## config.mk

```make
export PLATFORM = sky130hd
export DESIGN_NAME = da_ob_dot
export DESIGN_NICKNAME = d
export VERILOG_FILES = /design/src/rtl/da_ob_pkg.sv /design/src/rtl/da_ob_table.sv /design/src/rtl/da_ob_ctrl.sv /design/src/rtl/da_ob_accum.sv /design/src/rtl/da_ob_dot.sv
export SDC_FILE = /design/constraint.sdc
export NUM_CORES = 1
export LEC_CHECK = 0
export BUFFER_PORTS_ARGS = -buffer_cell sky130_fd_sc_hd__buf_2
export CAP_MARGIN = 20
export CORE_ASPECT_RATIO = 0.6
export CORE_MARGIN = 10
export CORE_UTILIZATION = 45
export CTS_CLUSTER_DIAMETER = 30
export DETAILED_ROUTE_END_ITERATION = 16
export GPL_TIMING_DRIVEN = 0
export HOLD_SLACK_MARGIN = 0.06
export PLACE_DENSITY = 0.63
export SETUP_SLACK_MARGIN = 0.3
export SLEW_MARGIN = 40
export SYNTH_ARGS = -nofsm -noshare
export SYNTH_HDL_FRONTEND = slang
export SYNTH_SLANG_ARGS = --single-unit
```

## constraint.sdc

```tcl
create_clock -name clk -period 5.8 [get_ports clk]
set_input_delay 0.29 -clock clk [delete_from_list [all_inputs] [get_ports clk]]
set_output_delay 0.29 -clock clk [all_outputs]
set_load 0.1 [all_outputs]
```

## src/rtl/da_ob_pkg.sv

```systemverilog
package da_ob_pkg;
   typedef enum logic {OP_ADD = 1'b0, OP_SUB = 1'b1} da_op_e;

   function automatic int acc_width(input int k_in, input int cw);
      return cw + $clog2(k_in) + 2;
   endfunction
endpackage

```

## src/rtl/da_ob_table.sv

```systemverilog
module da_ob_table #(
   parameter int              K     = 4,
   parameter int              CW    = 12,
   parameter int              AW    = 16,
   parameter logic [K*CW-1:0] COEFS = '0
) (
   input  logic [K-2:0]          addr,
   output logic signed [AW-1:0]  word
);
   localparam int DEPTH = 1 << (K - 1);

   function automatic logic signed [AW-1:0] sext(input logic [CW-1:0] c);
      return {{(AW-CW){c[CW-1]}}, c};
   endfunction

   function automatic logic signed [AW-1:0] entry(input int e);
      logic signed [AW-1:0] s;
      s = sext(COEFS[0 +: CW]);
      for (int k = 1; k < K; k++) begin
         if (((e >> (k - 1)) & 1) != 0) s = s + sext(COEFS[k*CW +: CW]);
         else                           s = s - sext(COEFS[k*CW +: CW]);
      end
      return s;
   endfunction

   logic signed [AW-1:0] rom [DEPTH];

   for (genvar e = 0; e < DEPTH; e++) begin : g_rom
      assign rom[e] = entry(e);
   end

   assign word = rom[addr];
endmodule

```

## src/rtl/da_ob_ctrl.sv

```systemverilog
module da_ob_ctrl #(
   parameter int N = 16
) (
   input  logic clk,
   input  logic rst_n,
   input  logic start,
   output logic busy,
   output logic load,
   output logic step,
   output logic last,
   output logic done
);
   localparam int CNTW = (N > 1) ? $clog2(N) : 1;
   localparam logic [CNTW-1:0] LAST_IDX = CNTW'(N - 1);

   logic [CNTW-1:0] cnt;

   assign load = start && !busy;
   assign step = busy;
   assign last = busy && (cnt == LAST_IDX);

   always_ff @(posedge clk) begin
      if (!rst_n) begin
         busy <= 1'b0;
         cnt  <= '0;
         done <= 1'b0;
      end else begin
         done <= last;
         if (load) begin
            busy <= 1'b1;
            cnt  <= '0;
         end else if (busy) begin
            cnt <= cnt + 1'b1;
            if (last) busy <= 1'b0;
         end
      end
   end

   p_done_single_r3: assert property (@(posedge clk) disable iff (!rst_n)
      done |=> !done);
   p_busy_holds_r5: assert property (@(posedge clk) disable iff (!rst_n)
      (busy && !last) |=> busy);
   p_done_after_last_r3: assert property (@(posedge clk) disable iff (!rst_n)
      last |=> (done && !busy));
   p_cnt_range_r3: assert property (@(posedge clk) disable iff (!rst_n)
      busy |-> (cnt <= LAST_IDX));
endmodule

```

## src/rtl/da_ob_accum.sv

```systemverilog
module da_ob_accum
   import da_ob_pkg::*;
#(
   parameter int N  = 16,
   parameter int AW = 16,
   parameter int RW = AW + N - 1
) (
   input  logic                 clk,
   input  logic                 rst_n,
   input  logic                 load,
   input  logic                 step,
   input  logic                 last,
   input  da_op_e               op,
   input  logic signed [AW-1:0] init,
   input  logic signed [AW-1:0] word,
   output logic signed [RW-1:0] result
);
   logic signed [AW-1:0] hi;
   logic [N-1:0]         lo;
   logic signed [AW-1:0] sum;
   logic signed [AW-1:0] hi_nxt;
   logic [N-1:0]         lo_nxt;

   always_comb begin
      sum    = (op == OP_SUB) ? (hi - word) : (hi + word);
      hi_nxt = sum >>> 1;
      lo_nxt = {sum[0], lo[N-1:1]};
   end

   always_ff @(posedge clk) begin
      if (!rst_n) begin
         hi     <= '0;
         lo     <= '0;
         result <= '0;
      end else if (load) begin
         hi <= init;
         lo <= '0;
      end else if (step) begin
         hi <= hi_nxt;
         lo <= lo_nxt;
         if (last) result <= {hi_nxt, lo_nxt[N-1:1]};
      end
   end

   p_result_hold_r6: assert property (@(posedge clk) disable iff (!rst_n)
      !$past(last) |-> $stable(result));
endmodule

```

## src/rtl/da_ob_dot.sv

```systemverilog
module da_ob_dot
   import da_ob_pkg::*;
#(
   parameter int              K     = 4,
   parameter int              N     = 16,
   parameter int              CW    = 12,
   parameter logic [K*CW-1:0] COEFS = {12'sd2047, -12'sd7, 12'sd1365, -12'sd2048},
   localparam int             AW    = acc_width(K, CW),
   localparam int             RW    = AW + N - 1
) (
   input  logic                 clk,
   input  logic                 rst_n,
   input  logic                 start,
   input  logic [K*N-1:0]       in_vec,
   output logic                 busy,
   output logic                 done,
   output logic signed [RW-1:0] result
);
   if (K < 2) begin : g_bad_k
      $error("da_ob_dot: K must be at least 2");
   end
   if (N < 2) begin : g_bad_n
      $error("da_ob_dot: N must be at least 2");
   end
   if (CW < 2) begin : g_bad_cw
      $error("da_ob_dot: CW must be at least 2");
   end

   function automatic logic signed [AW-1:0] neg_coef_sum();
      logic signed [AW-1:0] s;
      s = '0;
      for (int k = 0; k < K; k++)
         s = s - {{(AW-CW){COEFS[k*CW + CW - 1]}}, COEFS[k*CW +: CW]};
      return s;
   endfunction

   localparam logic signed [AW-1:0] SEED = neg_coef_sum();

   logic                  load, step, last;
   logic [K-1:0][N-1:0]   shreg;
   logic [K-1:0]          bits;
   logic [K-2:0]          addr;
   logic signed [AW-1:0]  word;
   da_op_e                op;

   always_ff @(posedge clk) begin
      if (!rst_n) begin
         shreg <= '0;
      end else if (load) begin
         shreg <= in_vec;
      end else if (step) begin
         for (int k = 0; k < K; k++) shreg[k] <= shreg[k] >> 1;
      end
   end

   for (genvar k = 0; k < K; k++) begin : g_bits
      assign bits[k] = shreg[k][0];
   end

   for (genvar k = 1; k < K; k++) begin : g_addr
      assign addr[k-1] = bits[k] ~^ bits[0];
   end

   assign op = da_op_e'(~bits[0] ^ last);

   da_ob_ctrl #(.N(N)) u_ctrl (
      .clk  (clk),
      .rst_n(rst_n),
      .start(start),
      .busy (busy),
      .load (load),
      .step (step),
      .last (last),
      .done (done)
   );

   da_ob_table #(.K(K), .CW(CW), .AW(AW), .COEFS(COEFS)) u_table (
      .addr(addr),
      .word(word)
   );

   da_ob_accum #(.N(N), .AW(AW), .RW(RW)) u_accum (
      .clk   (clk),
      .rst_n (rst_n),
      .load  (load),
      .step  (step),
      .last  (last),
      .op    (op),
      .init  (SEED),
      .word  (word),
      .result(result)
   );

   p_busy_done_excl_r4: assert property (@(posedge clk) disable iff (!rst_n)
      !(busy && done));
   p_start_busy_r4: assert property (@(posedge clk) disable iff (!rst_n)
      (start && !busy) |=> busy);
endmodule

```

==> flow_metrics.tcl <==
set metrics [dict create \
    critPathBufInv 2 \
    ys_types 60 \
    seq_area_frac_synth_pct 39.4 \
    wl_per_cell_um 16.9 \
    instances_no_fill 1084 \
    dp_hpwl_um 13700 \
    synth_edf_count 0 \
    dp_cells 1052 \
    r2r_slack_ns 0.99 \
    syn_nets 835 \
    finalClockSkew_ns 0.00982 \
    die-area_um2 19900 \
    ys.flop_type "dfxtp_1" \
    cp_cell_sequence "clkbuf_1 -> xnor2_1 -> inv_1 -> ha_1 -> nor2_1 -> a211oi_1 -> a21oi_1 -> xnor2_1 -> ha_1 -> a21o_1 -> o21a_1 -> nor4_1 -> nor2_1 -> xnor2_1 -> or4b_1 -> nand3_1" \
    internal_power_mw 1.77 \
    placed_cell_area_um2 7280 \
    crit_type "flip-flop to flip-flop" \
    start_util_pct 45.6 \
    setup_slack_ns 0.988 \
    rows 34 \
    clkTransAtPathRegs_ns 0.06 \
    finalNetCount 951 \
    vias_per_cell 5.32 \
    synth-seq-cells 129 \
    synthArstFlopShare_pct 0 \
    fin_crit_sh_pct 83.0 \
    cp.required_ns 6.15 \
    grtUsageTotal_pct 18.4 \
    combPwrFrac_pct 19.0 \
    min_path_cells 3 \
    antenna_found_initial 0 \
    route.detailed.drc 0 \
    chipWidth_um 176 \
    p_leak_nw 3.36 \
    pwr-share-clk_pct 42.6 \
    max_stage_delay_ns 0.66 \
    synth_warnings 0 \
    synthesis.area_um2 6550 \
    layout_min_cycle_time_ns 4.81 \
    cap_viol_max_count 0 \
    hold_buffers 0 \
    power_density_nw_per_um2 318 \
    pre_cts_slack_ns 1.06 \
    fin_tns_setup_ns 0 \
    min_path_type "primary input to flip-flop" \
    firstDrtPassIters 5 \
    syn_avg_cell_area_um2 8.65 \
    clk_latency_ns 0.42 \
    critPathCaptureType "flip-flop" \
    r2r_end "u_accum.result[23]" \
    setup_viol 0 \
    cp_slowest_cell "nor4_1" \
    cp_top_family "simple AND/OR/NAND/NOR gates" \
    cts_buffers 17 \
    yosys.area.top_type "dfxtp_1" \
    synthTopCellsByArea "dfxtp_1 39%, mux2i_1 13%, nand2_1 6.5%" \
    holdWs_ns 0.133 \
    final_hold_viol_count 0 \
    tritoncts "done" \
    drt-total-wl_um 18300 \
    hold_start "in_vec[63]" \
    antenna_cells 0 \
    fmax_mhz 208 \
    grt_start_max_net_pins 17 \
    status "complete, no violations" \
    arrival_ns 5.16 \
    ir_drop_uv 191 \
    grt_pass1_vias 5586 \
    drt_iter0_drc 457 \
    grt_pass1_wl_um 29600 \
    max_slew.worst_pin.slew_ns 0.828 \
    overflow 0 \
    gp_congestion 0.935 \
    power_switching_share_pct 29.3 \
    syn2layout_area_growth_pct 20.2 \
    clk_path_buf_depth 2 \
    cp_max_fo 10 \
    fin_area_um2 7870 \
    r2r_cells 16 \
    rr_startpoint "bits[1]" \
    cts_resized 0 \
    io_buffers 97 \
    max_slew_margin_pct 44.8 \
    cp_common_cell "xnor2_1" \
    vias 5764 \
    layout_commonest_cell "dfxtp_1" \
    final_cell_mix "129 x dfxtp_1, 113 x nand2_1, 102 x buf_2" \
    seqPwrFrac_pct 38.4 \
    synth_top_area_share_pct 39.4 \
    postCtsSetupBuffers 0 \
    ant_nets 0 \
    switching_power_mw 0.733 \
    io_pins 100 \
    worstSetupStartpointType "flip-flop" \
    htreeDepth 4 \
    die_height_um 113 \
    synthCells 757 \
    cts-root-buf "clkbuf_16" \
    drive_gt1_share_pct 17.2 \
    slew_viol_final 0 \
    core-area_um2 14400 \
    rsz0062_at_grt "false" \
    hold_end "shreg[63]" \
    cts_num_sinks 129 \
]
==> cells by family (layout without fill, tap and decap cells) <==
logic type,count (synthesis),after routing,synth area share (%)
adder cells (fa/ha/maj),12,12,2.37
multiplexers,84,84,12.8
AND/OR/NAND/NOR,252,252,18.6
flip-flops,129,129,39.4
XOR/XNOR,36,36,5.37
buffers and inverters,76,205,4.74
AO/OA/AOI/OAI,168,168,16.7
==> flip-flops by register name, indices dropped and copies added (netlist names) <==
name and cells:
shreg 60, u_ctrl.busy 1, u_accum.hi 15, u_ctrl.done 1, bits 4, u_ctrl.cnt 4
u_accum.lo 14, u_accum.result 30
==> worst max-delay path by stage <==
stage,from,end,depth (start not counted)
final,bits[1],u_accum.result[23],16
after global routing,bits[1],u_accum.result[23],16
after CTS,bits[1],u_accum.result[23],16
after detailed placement,bits[1],u_accum.result[23],16
after global placement,bits[1],u_accum.result[23],16
after floorplan,u_ctrl.busy,u_accum.result[23],13
==> per-layer routing <==
metal / part of all wire [%] / wire length [um] / global-route usage [%] / vias up
met5: 0 / 0 / 0 / -
li1: - / - / - / 2833
met1: 51 / 9280 / 26.8 / 2743
met2: 42 / 7630 / 26.1 / 163
met4: 1.5 / 267 / 5.68 / 0
met3: 6.3 / 1160 / 4.39 / 25
==> layout make-up <==
cell class | instances | area, um2
tap | 198 | 248
fill | 1382 | 6510
multi-input combinational | 552 | 3660
buffer | 65 | 269
clock inverter | 14 | 158
timing repair buffer | 97 | 485
clock buffer | 18 | 429
inverter | 11 | 41.3
sequential | 129 | 2580
==> synthesized netlist by cell type (9+ instances only) <==
master	count
dfxtp_1	129
nand2_1	113
mux2i_1	84
o21ai_0	76
and2_1	63
clkbuf_1	48
nor2_1	38
xnor2_1	24
a21oi_1	21
a21boi_0	17
inv_1	11
ha_1	10
buf_1	9
nand3_1	9
==> per-stage QoR <==
stage	utilization, %	total power, mW
final	54.7	2.50
after global routing	54.7	2.61
after CTS	54.7	2.51
after detailed placement	50.7	1.45
after global placement	50.7	1.43
after floorplan	-	1.33
==> worst min-delay path, delay by kind of cell <==
family | cells | cell delay [ns]
buf+inv | 1 | 0.09
mux | 1 | 0.06
simple gates | 1 | 0.07
==> power by group through the flow <==
stage               Clock, mW  Sequential [mW]  Combinational [mW]
finish                   1.07            0.962               0.475
detailed placement          0            0.980               0.466
CTS                      1.07            0.961               0.469
floorplan                   0            0.975               0.350
global placement            0            0.978               0.456
global route             1.11            0.967               0.525
(Power assumes the default switching activity.)
